`src/rtl/adc_start_seq.sv`:
```
module adc_start_seq #(
  parameter int SAMPLE_W     = 10,
  parameter int CH_W         = 5,
  parameter int ACC_LOG2_MAX = 6,
  parameter int ADDR_W       = 3,
  localparam int ACC_W = SAMPLE_W + ACC_LOG2_MAX,
  localparam int SEL_W = $clog2(ACC_LOG2_MAX + 1),
  localparam int CNT_W = ACC_LOG2_MAX + 1
) (
  input  logic              clk,
  input  logic              rst_n,
  input  logic              bus_wr,
  input  logic              bus_rd,
  input  logic [ADDR_W-1:0] bus_addr,
  input  logic [ACC_W-1:0]  bus_wdata,
  output logic [ACC_W-1:0]  bus_rdata,
  input  logic              evt_in,
  input  logic              gie,
  output logic              conv_start,
  output logic [CH_W-1:0]   conv_chan,
  input  logic              conv_done,
  input  logic [SAMPLE_W-1:0] conv_data,
  output logic [ACC_W-1:0]  result,
  output logic              conv_complete,
  output logic              irq
);

  localparam logic [ADDR_W-1:0] A_CTRL = 0, A_CMD = 1, A_CHAN = 2, A_EVT = 3,
                                A_IEN = 4, A_FLAG = 5, A_RES = 6;

  logic              free_run, busy, evt_en, irq_en, flag, evt_q;
  logic [SEL_W-1:0]  acc_sel, sel_run, sel_eff;
  logic [CH_W-1:0]   ch_sel;
  logic [CNT_W-1:0]  cnt, tgt_m1;
  logic [ACC_W-1:0]  sum;
  logic              start_req, launch, last, restart, flag_clr;
  logic              unused_wdata;

  assign unused_wdata = ^bus_wdata[ACC_W-1:CH_W];

  assign sel_eff   = (acc_sel > SEL_W'(ACC_LOG2_MAX)) ? SEL_W'(ACC_LOG2_MAX) : acc_sel;
  assign tgt_m1    = (CNT_W'(1) << sel_run) - CNT_W'(1);
  assign start_req = (bus_wr && bus_addr == A_CMD && bus_wdata[0]) || (evt_en && evt_in && !evt_q);
  assign launch    = start_req && !busy;
  assign last      = busy && conv_done && (cnt == tgt_m1);
  assign restart   = last && free_run;
  assign flag_clr  = (bus_wr && bus_addr == A_FLAG && bus_wdata[0]) || (bus_rd && bus_addr == A_RES);
  assign irq       = flag && irq_en && gie;

  always_ff @(posedge clk) begin
    if (!rst_n) begin
      free_run <= 1'b0; acc_sel <= '0; ch_sel <= '0; evt_en <= 1'b0; irq_en <= 1'b0;
      busy <= 1'b0; flag <= 1'b0; evt_q <= 1'b0; sel_run <= '0; cnt <= '0; sum <= '0;
      conv_chan <= '0; result <= '0; conv_start <= 1'b0; conv_complete <= 1'b0;
    end else begin
      evt_q         <= evt_in;
      conv_start    <= 1'b0;
      conv_complete <= 1'b0;
      if (bus_wr) begin
        case (bus_addr)
          A_CTRL: begin free_run <= bus_wdata[0]; acc_sel <= bus_wdata[SEL_W:1]; end
          A_CHAN: ch_sel <= bus_wdata[CH_W-1:0];
          A_EVT:  evt_en <= bus_wdata[0];
          A_IEN:  irq_en <= bus_wdata[0];
          default: ;
        endcase
      end
      if (launch || restart) begin
        busy       <= 1'b1;
        conv_chan  <= ch_sel;
        sel_run    <= sel_eff;
        cnt        <= '0;
        sum        <= '0;
        conv_start <= 1'b1;
      end else if (busy && conv_done) begin
        if (last) begin
          busy <= 1'b0;
        end else begin
          cnt        <= cnt + CNT_W'(1);
          sum        <= sum + ACC_W'(conv_data);
          conv_start <= 1'b1;
        end
      end
      if (last) begin
        result        <= sum + ACC_W'(conv_data);
        conv_complete <= 1'b1;
      end
      if (last)          flag <= 1'b1;
      else if (flag_clr) flag <= 1'b0;
    end
  end

  always_comb begin
    bus_rdata = '0;
    case (bus_addr)
      A_CTRL: begin bus_rdata[0] = free_run; bus_rdata[SEL_W:1] = acc_sel; end
      A_CMD:  bus_rdata[0] = busy;
      A_CHAN: bus_rdata[CH_W-1:0] = ch_sel;
      A_EVT:  bus_rdata[0] = evt_en;
      A_IEN:  bus_rdata[0] = irq_en;
      A_FLAG: bus_rdata[0] = flag;
      A_RES:  bus_rdata = result;
      default: ;
    endcase
  end

  a_r1_request_only_when_busy: assert property (@(posedge clk) disable iff (!rst_n)
    conv_start |-> busy);
  a_r3_channel_held: assert property (@(posedge clk) disable iff (!rst_n)
    busy && $past(busy) && !conv_complete |-> $stable(conv_chan));
  a_r4_count_in_range: assert property (@(posedge clk) disable iff (!rst_n)
    busy |-> cnt <= tgt_m1);
  a_r9_flag_with_complete: assert property (@(posedge clk) disable iff (!rst_n)
    conv_complete |-> flag);
  a_r10_no_extra_request: assert property (@(posedge clk) disable iff (!rst_n)
    $past(busy) && busy && !$past(conv_done) |-> !conv_start);
  a_r8_freerun_stays_busy: assert property (@(posedge clk) disable iff (!rst_n)
    conv_complete && $past(free_run) |-> busy);

endmodule

```
`config.mk`:
```
export PLATFORM = sky130hd
export DESIGN_NAME = adc_start_seq
export DESIGN_NICKNAME = d
export VERILOG_FILES = /design/src/rtl/adc_start_seq.sv
export SDC_FILE = /design/constraint.sdc
export NUM_CORES = 1
export LEC_CHECK = 0
export ABC_CLOCK_PERIOD_IN_PS = 6910
export BUFFER_PORTS_ARGS = -buffer_cell sky130_fd_sc_hd__buf_2
export CAP_MARGIN = 20
export CELL_PAD_IN_SITES_DETAIL_PLACEMENT = 0
export CELL_PAD_IN_SITES_GLOBAL_PLACEMENT = 1
export CORE_MARGIN = 2
export CORE_UTILIZATION = 45
export CTS_BUF_LIST = sky130_fd_sc_hd__clkbuf_8
export DETAILED_ROUTE_END_ITERATION = 10
export GPL_ROUTABILITY_DRIVEN = 0
export GPL_TIMING_DRIVEN = 0
export HOLD_SLACK_MARGIN = 0.12
export PLACE_DENSITY = 0.95
export REMOVE_ABC_BUFFERS = 1
export SLEW_MARGIN = 10
export SYNTH_ARGS = -nofsm -noshare
export SYNTH_HDL_FRONTEND = slang
export SYNTH_SLANG_ARGS = --single-unit
```
`constraint.sdc`:
```
create_clock -name clk -period 6.91 [get_ports clk]
set_input_delay 0.691 -clock clk [delete_from_list [all_inputs] [get_ports clk]]
set_output_delay 0.691 -clock clk [all_outputs]
set_load 0.01 [all_outputs]
```
==> results.toml, run 1 <==
[detailed_routing]
drtPass1Iterations = 4
wl_um = 8170
viasPerCell = 5.41
vias = 2989
antenna_left = 0
drc = 0
avgRoutedWirePerCell_um = 14.8
drtIter0Drc = 92

[critical_path]
setup.worst_path.start_class = "input port"
crit_path_max_fanout = 13
critPathRequiredTime_ns = 6.22
critPathBufInv = 2
regToRegSetupSlack_ns = 4.24
worst-r2r-cell-count = 8
worstReg2RegStart = "sum[0]$_SDFFE_PP0P_"
crit_slowest_cell = "nor2_1"
cp.arrival_ns = 2.33
path_cells = "buf_2 -> nand2b_1 -> nor2_1 -> a221o_1 -> buf_2"
timing.critical_path.mode_cell = "buf_2"
worstReg2RegEnd = "result[10]$_SDFFE_PN0N_"
crit_type = "in -> out"
setup.worst_path.start = "bus_addr[1]"
max_stage_delay_ns = 0.78
crit_path_end_kind = "output pin"
critPathTopFamily = "simple AND/OR/NAND/NOR gates"

[power_and_ir_drop]
leakage_nw = 1.70
power_w = 0.000797
ir_drop_mv = 0.139
p_per_area_mw_per_mm2 = 200

[grt]
grt-ovfl-total = 0
grt_pass1_wl_um = 13600
grt_pass1_vias = 2903
antenna_found_initial = 0
grt_usage_pct = 20.2
grt_start_max_net_pins = 36

[synth]
yosysSeqAreaShare_pct = 37.7
synth_edf_count = 0
synth.avg_cell_area_um2 = 8.61
synth_fa_ha_area_share_pct = 4.71
yosysWarnings = 0
synthFlopType = "dfxtp_1"
synth_cell_types = 54
syn_inst = 389
synth_xor_area_share_pct = 4.97
synth-seq-cells = 63
synthesis.area_mm2 = 0.00335
yosys.area_share.simple_pct = 21.8
synthArstFlopShare_pct = 0
synthMuxAreaShare_pct = 9.87
synth-compound-area-share_pct = 17.7
synth_top_family_by_area = "simple AND/OR/NAND/NOR gates"

[die]
die_width_um = 90.3
num_rows = 31
core_area_mm2 = 0.00721
die_area_mm2 = 0.00815
start_util_pct = 46.4
io-pin-count = 76
die_h_um = 90.3

[clock_tree]
cts_sinks = 63
cts-htree-levels = 3
cts_tree = "built"
cts.reportedPaths.clkPinSlew_ns = 0.07
cts_resized = 0
cts_hold_buf = 0
cts.path.max_buffers = 2
numCtsBuffers = 9
clk_latency_ns = 0.34
clock-root-buffer = "clkbuf_8"
cts_setup_buffers = 0

[timing]
timing.final.crit_share_pct = 43.8
fin_ws_ns = 3.88
period_minus_slack_ns = 3.03
drv_slew = 0
setup_viol = 0
finalSetupTns_ns = 0
finalHoldViolCount = 0
worst_pin_slew_ns = 1.00
grt_setup_unrepaired = "no"
fin_worst_skew_ns = 0.00834
clock.fmax_mhz = 331
slew_headroom_pct = 33.0

[place]
dpl_worst_slack_ns = 3.77
port_buffers = 64
dp_hpwl_um = 5690
placed_cell_area_mm2 = 0.00371

[final_layout]
synthToLayoutAreaGrowth_pct = 19.0
final_core_utilization_pct = 55.2
layout.area.seq_mm2 = 0.00126
multi_input_area_mm2 = 0.00198
drive_gt1_share_pct = 20.5
nets = 496
diodes = 0
postLayoutCellArea_mm2 = 0.00398
fill_cells = 691

[hold_path]
holdPathEnd = "sum[8]$_SDFFE_PP0P_"
holdCritStartpoint = "sum[8]$_SDFFE_PP0P_"
worst_hold_path_type = "reg -> reg"
worstHoldPathCells = 2

[job]
maxCapViolations = 0

[run_status]
status = "completed"
==> sequential cells by signal, indices dropped and copies added (netlist names) <==
| name | cells |
|---|---|
| result | 16 |
| sum | 16 |
| cnt | 7 |
| ch_sel | 5 |
| conv_chan | 5 |
| acc_sel | 3 |
| sel_run | 3 |
| busy | 1 |
| conv_complete | 1 |
| conv_start | 1 |
| evt_en | 1 |
| evt_q | 1 |
| flag | 1 |
| free_run | 1 |
| irq_en | 1 |
==> through the flow <==
step | std cells | hold WS (ns)
final | 552 | 0.466
after global placement | 534 | 0.446
after detailed placement | 535 | 0.457
after CTS | 551 | 0.468
after global routing | 552 | 0.502
after floorplan | 371 | 0.440
==> Yosys cell counts, types with 2 or more instances <==
cell / instances / area (µm²)
nand3_1: 6 / 30.0
and3_1: 8 / 50.1
o21ai_0: 13 / 65.1
nor2b_1: 2 / 12.5
xor2_1: 11 / 96.3
inv_1: 6 / 22.5
and4_1: 2 / 17.5
and2_1: 15 / 93.8
nor2_1: 49 / 184
buf_2: 5 / 25.0
buf_1: 2 / 7.51
nand2b_1: 3 / 18.8
ha_1: 11 / 138
o211ai_1: 4 / 30.0
o21ai_2: 2 / 17.5
clkbuf_1: 9 / 33.8
a31oi_1: 5 / 31.3
or4_1: 2 / 15.0
a211o_1: 2 / 17.5
mux2i_1: 33 / 330
o31ai_1: 4 / 30.0
or3_1: 7 / 43.8
o2111ai_1: 5 / 43.8
dfxtp_1: 63 / 1260
a211oi_1: 2 / 15.0
nand3b_1: 2 / 15.0
xnor2_1: 8 / 70.1
a21oi_1: 36 / 180
nand2_1: 43 / 161
nor3_1: 5 / 25.0
==> worst max-delay path by stage <==
stage	to	slack [ns]	depth (start not counted)
final	bus_rdata[0]	3.88	5
after CTS	bus_rdata[0]	3.77	5
after floorplan	result[10]$_SDFFE_PN0N_	4.06	8
after detailed placement	result[10]$_SDFFE_PN0N_	3.77	9
after global routing	bus_rdata[0]	3.74	5
after global placement	result[10]$_SDFFE_PN0N_	3.76	9
==> layout make-up <==
type | instances | area share (%)
Multi-Input combinational cell | 301 | 49.6
Timing Repair Buffer | 66 | 8.92
Clock buffer | 12 | 4.15
Sequential cell | 63 | 31.7
Clock inverter | 4 | 1.92
Inverter | 7 | 0.660
Tap cell | 99 | 3.11
==> worst register-to-register path, cell delays in order (launching register included) <==
cell       delay (ns)
dfxtp_1          0.31
ha_1             0.21
fa_1             0.41
a21o_1           0.21
a2111o_1         0.44
a2111oi_4        0.47
o21bai_2         0.22
xnor2_1          0.09
a211oi_1         0.22
==> cells in the final DEF, fill, tap and decap left out, drive strengths merged, types with 2 or more instances in the layout <==
| cell | n |
|---|---|
| buf | 66 |
| dfxtp | 63 |
| nor2 | 49 |
| nand2 | 43 |
| a21oi | 36 |
| mux2i | 33 |
| and2 | 15 |
| o21ai | 15 |
| clkbuf | 12 |
| xor2 | 11 |
| ha | 11 |
| and3 | 8 |
| xnor2 | 8 |
| or3 | 8 |
| inv | 6 |
| nand3 | 6 |
| nor3 | 6 |
| a31oi | 5 |
| o2111ai | 5 |
| o31ai | 5 |
| o211ai | 4 |
| nand2b | 3 |
| a211o | 2 |
| nor2b | 2 |
| a211oi | 2 |
| and4 | 2 |
| or4 | 2 |
| nand3b | 2 |
| bufinv | 2 |
| o22ai | 2 |
| clkinv | 2 |
==> cell families after synthesis <==
kind of cell | count (synthesis)
buf+inv | 25
fa+ha+maj | 12
mux | 33
flops | 63
xor+xnor | 19
simple gates | 150
compound gates | 87
==> where the power goes <==
part | leakage [nW] | switching [W] | internal (W) | total [W]
combinational | 1.08 | 0.0000300 | 0.0000189 | 0.0000490
clock | 0.119 | 0.000145 | 0.000233 | 0.000378
sequential | 0.508 | 0.00000270 | 0.000367 | 0.000369
total | 1.70 | 0.000178 | 0.000619 | 0.000797
==> per-layer routing <==
layer | global-route usage, % | vias up | part of all wire [%]
met5 | 0 | - | 0
met4 | 6.54 | 0 | 1.1
met1 | 23.8 | 1412 | 44
li1 | - | 1501 | -
met3 | 5.76 | 8 | 4.8
met2 | 35.5 | 68 | 50
Power figures use the tool's default switching activity.
==> run 2: changes to the inputs <==
--- a/config.mk
+++ b/config.mk
@@ -5,19 +5,19 @@
 export SDC_FILE = /design/constraint.sdc
 export NUM_CORES = 1
 export LEC_CHECK = 0
-export ABC_CLOCK_PERIOD_IN_PS = 6910
+export ABC_CLOCK_PERIOD_IN_PS = 2700
 export BUFFER_PORTS_ARGS = -buffer_cell sky130_fd_sc_hd__buf_2
 export CAP_MARGIN = 20
 export CELL_PAD_IN_SITES_DETAIL_PLACEMENT = 0
 export CELL_PAD_IN_SITES_GLOBAL_PLACEMENT = 1
 export CORE_MARGIN = 2
-export CORE_UTILIZATION = 45
+export CORE_UTILIZATION = 37
 export CTS_BUF_LIST = sky130_fd_sc_hd__clkbuf_8
 export DETAILED_ROUTE_END_ITERATION = 10
 export GPL_ROUTABILITY_DRIVEN = 0
 export GPL_TIMING_DRIVEN = 0
 export HOLD_SLACK_MARGIN = 0.12
-export PLACE_DENSITY = 0.95
+export PLACE_DENSITY = 0.87
 export REMOVE_ABC_BUFFERS = 1
 export SLEW_MARGIN = 10
 export SYNTH_ARGS = -nofsm -noshare
==> constraint.sdc (replaced) <==
create_clock -name clk -period 2.7 [get_ports clk]
set_input_delay 0.27 -clock clk [delete_from_list [all_inputs] [get_ports clk]]
set_output_delay 0.27 -clock clk [all_outputs]
set_load 0.01 [all_outputs]
==> run 2 against run 1 <==
Cell area shrank 0.50%. Register-to-register slack lost 4.1 ns. Hold slack lost 0.30 ns. Setup slack lost 3.8 ns. Combinational power grew to 2.6 times the previous value. Wire length shrank 2.0%. First-iteration DRC count grew 21%. Sequential power grew to 2.6 times the previous value. Die area grew 21%. Critical path type is now reg -> reg. Largest power group is now sequential cells.
==> results.toml, run 2 (same netlist as run 1, synthesis figures left out) <==
[detailed_routing]
drtIter0Drc = 111
wl_um = 8010
antenna_left = 0
drtPass1Iterations = 4
viasPerCell = 5.20
drc = 0
avgRoutedWirePerCell_um = 14.3
vias = 2921

[final_layout]
layout_common_cells = "buf_2, dfxtp_1, nor2_1"
final_common_cell = "buf_2"
reg_top3 = "result: 16 flops, sum: 16 flops, cnt: 7 flops"
drive_gt1_share_pct = 20.5
synthToLayoutAreaGrowth_pct = 18.4
nets = 496
final_core_utilization_pct = 45.2

[power_and_ir_drop]
ir_drop_mv = 0.179
leakage_nw = 1.69
p_per_area_mw_per_mm2 = 483
power_w = 0.00192

[place]
dpl_worst_slack_ns = -0.0520
dp_hpwl_um = 5860
port_buffers = 64

[timing]
slew_headroom_pct = 31.3
drv_slew = 0
finalSetupTns_ns = 0
grt_setup_unrepaired = "no"
fin_worst_skew_ns = 0.00986
clock.fmax_mhz = 386
setup_viol = 0
fin_ws_ns = 0.111
period_minus_slack_ns = 2.59
finalHoldViolCount = 0
worst_pin_slew_ns = 1.03
whs_ns = 0.162
timing.final.crit_share_pct = 95.9

[grt]
antenna_found_initial = 0
grt_pass1_vias = 2824
grt-ovfl-total = 0
grt_pass1_wl_um = 13300
grt_usage_pct = 16.7
grt_start_max_net_pins = 36

[die]
core_area_mm2 = 0.00876
start_util_pct = 38.2
num_rows = 34
die_width_um = 99.1
die_h_um = 99.1
io-pin-count = 76
die_area_mm2 = 0.00983

[hold_path]
worst_hold_path_type = "in -> reg"
holdCritStartpoint = "evt_in"
worstHoldPathCells = 2
holdPathEnd = "evt_q$_SDFF_PN0_"

[critical_path]
worst-r2r-cell-count = 8
worstReg2RegEnd = "result[10]$_SDFFE_PN0N_"
crit_path_end_kind = "register"
cp.arrival_ns = 2.84
worstReg2RegStart = "sum[0]$_SDFFE_PP0P_"
crit_type = "reg -> reg"
setup.worst_path.start_class = "register"
regToRegSetupSlack_ns = 0.11
critPathRequiredTime_ns = 2.95
crit_path_max_fanout = 4

[clock_tree]
cts-htree-levels = 3
clk_latency_ns = 0.34
cts_setup_buffers = 0
cts_resized = 0
cts_sinks = 63
cts_tree = "built"
numCtsBuffers = 9
cts.reportedPaths.clkPinSlew_ns = 0.07
cts_hold_buf = 0
clock-root-buffer = "clkbuf_8"
cts.path.max_buffers = 2

[job]
maxCapViolations = 0

[run_status]
status = "completed"
run 2: cell count changes in the layout (fill, tap and decap cells not counted):
cell,change
clkinv_2,+2
bufinv_16,-1
clkbuf_8,-1
diode_2,+1
run 2: cell type report:
class                      instances  area [µm²]
fill                             866        4800
multi-input combinational        301        1980
sequential                        63        1260
timing repair buffer              66         355
clock buffer                      11         151
tap                              108         135
clock inverter                     5        56.3
inverter                           7        26.3
antenna                            1        2.50
run 2: how the worst max path moves through the flow:
| stage | start | endpoint | slack [ns] |
|---|---|---|---|
| 3_3_place_gp | conv_data[0] | result[10]$_SDFFE_PN0N_ | -0.02 |
| 2_1_floorplan | sum[0]$_SDFFE_PP0P_ | result[10]$_SDFFE_PN0N_ | 0.26 |
| 3_5_place_dp | conv_data[0] | result[10]$_SDFFE_PN0N_ | -0.05 |
| 4_1_cts | sum[0]$_SDFFE_PP0P_ | result[10]$_SDFFE_PN0N_ | 0.01 |
| 6_report | sum[0]$_SDFFE_PP0P_ | result[10]$_SDFFE_PN0N_ | 0.11 |
| 5_1_grt | sum[0]$_SDFFE_PP0P_ | result[14]$_SDFFE_PN0N_ | 0.01 |
run 2: per-stage QoR:
stage / cell area (µm²) / instances
finish: 3960 / 562
detailed placement: 3730 / 544
global placement: 3720 / 543
global route: 3960 / 561
floorplan: 3260 / 371
CTS: 3930 / 560
run 2: layer usage:
metal	wire length, µm	share of wire [%]	vias up	global-route usage, %
li1	-	-	1498	-
met4	45	0.56	0	5.37
met2	3910	49	47	28.6
met3	314	3.9	4	4.08
met1	3740	47	1372	20.6
met5	0	0	-	0
run 2: report_power, final:
group          internal (W)  switching [W]  leakage [nW]
Clock              0.000475       0.000371         0.105
Sequential         0.000938     0.00000689         0.508
Combinational     0.0000484      0.0000763          1.08
Total               0.00146       0.000454          1.69
run 2: critical path, stage by stage, from the launching register on:
cell and delay (ns):
dfxtp_1 0.32, ha_1 0.21, fa_1 0.41, a21o_1 0.20
a2111o_1 0.43, a2111oi_4 0.40, o21bai_2 0.22, xnor2_1 0.08
a211oi_1 0.23
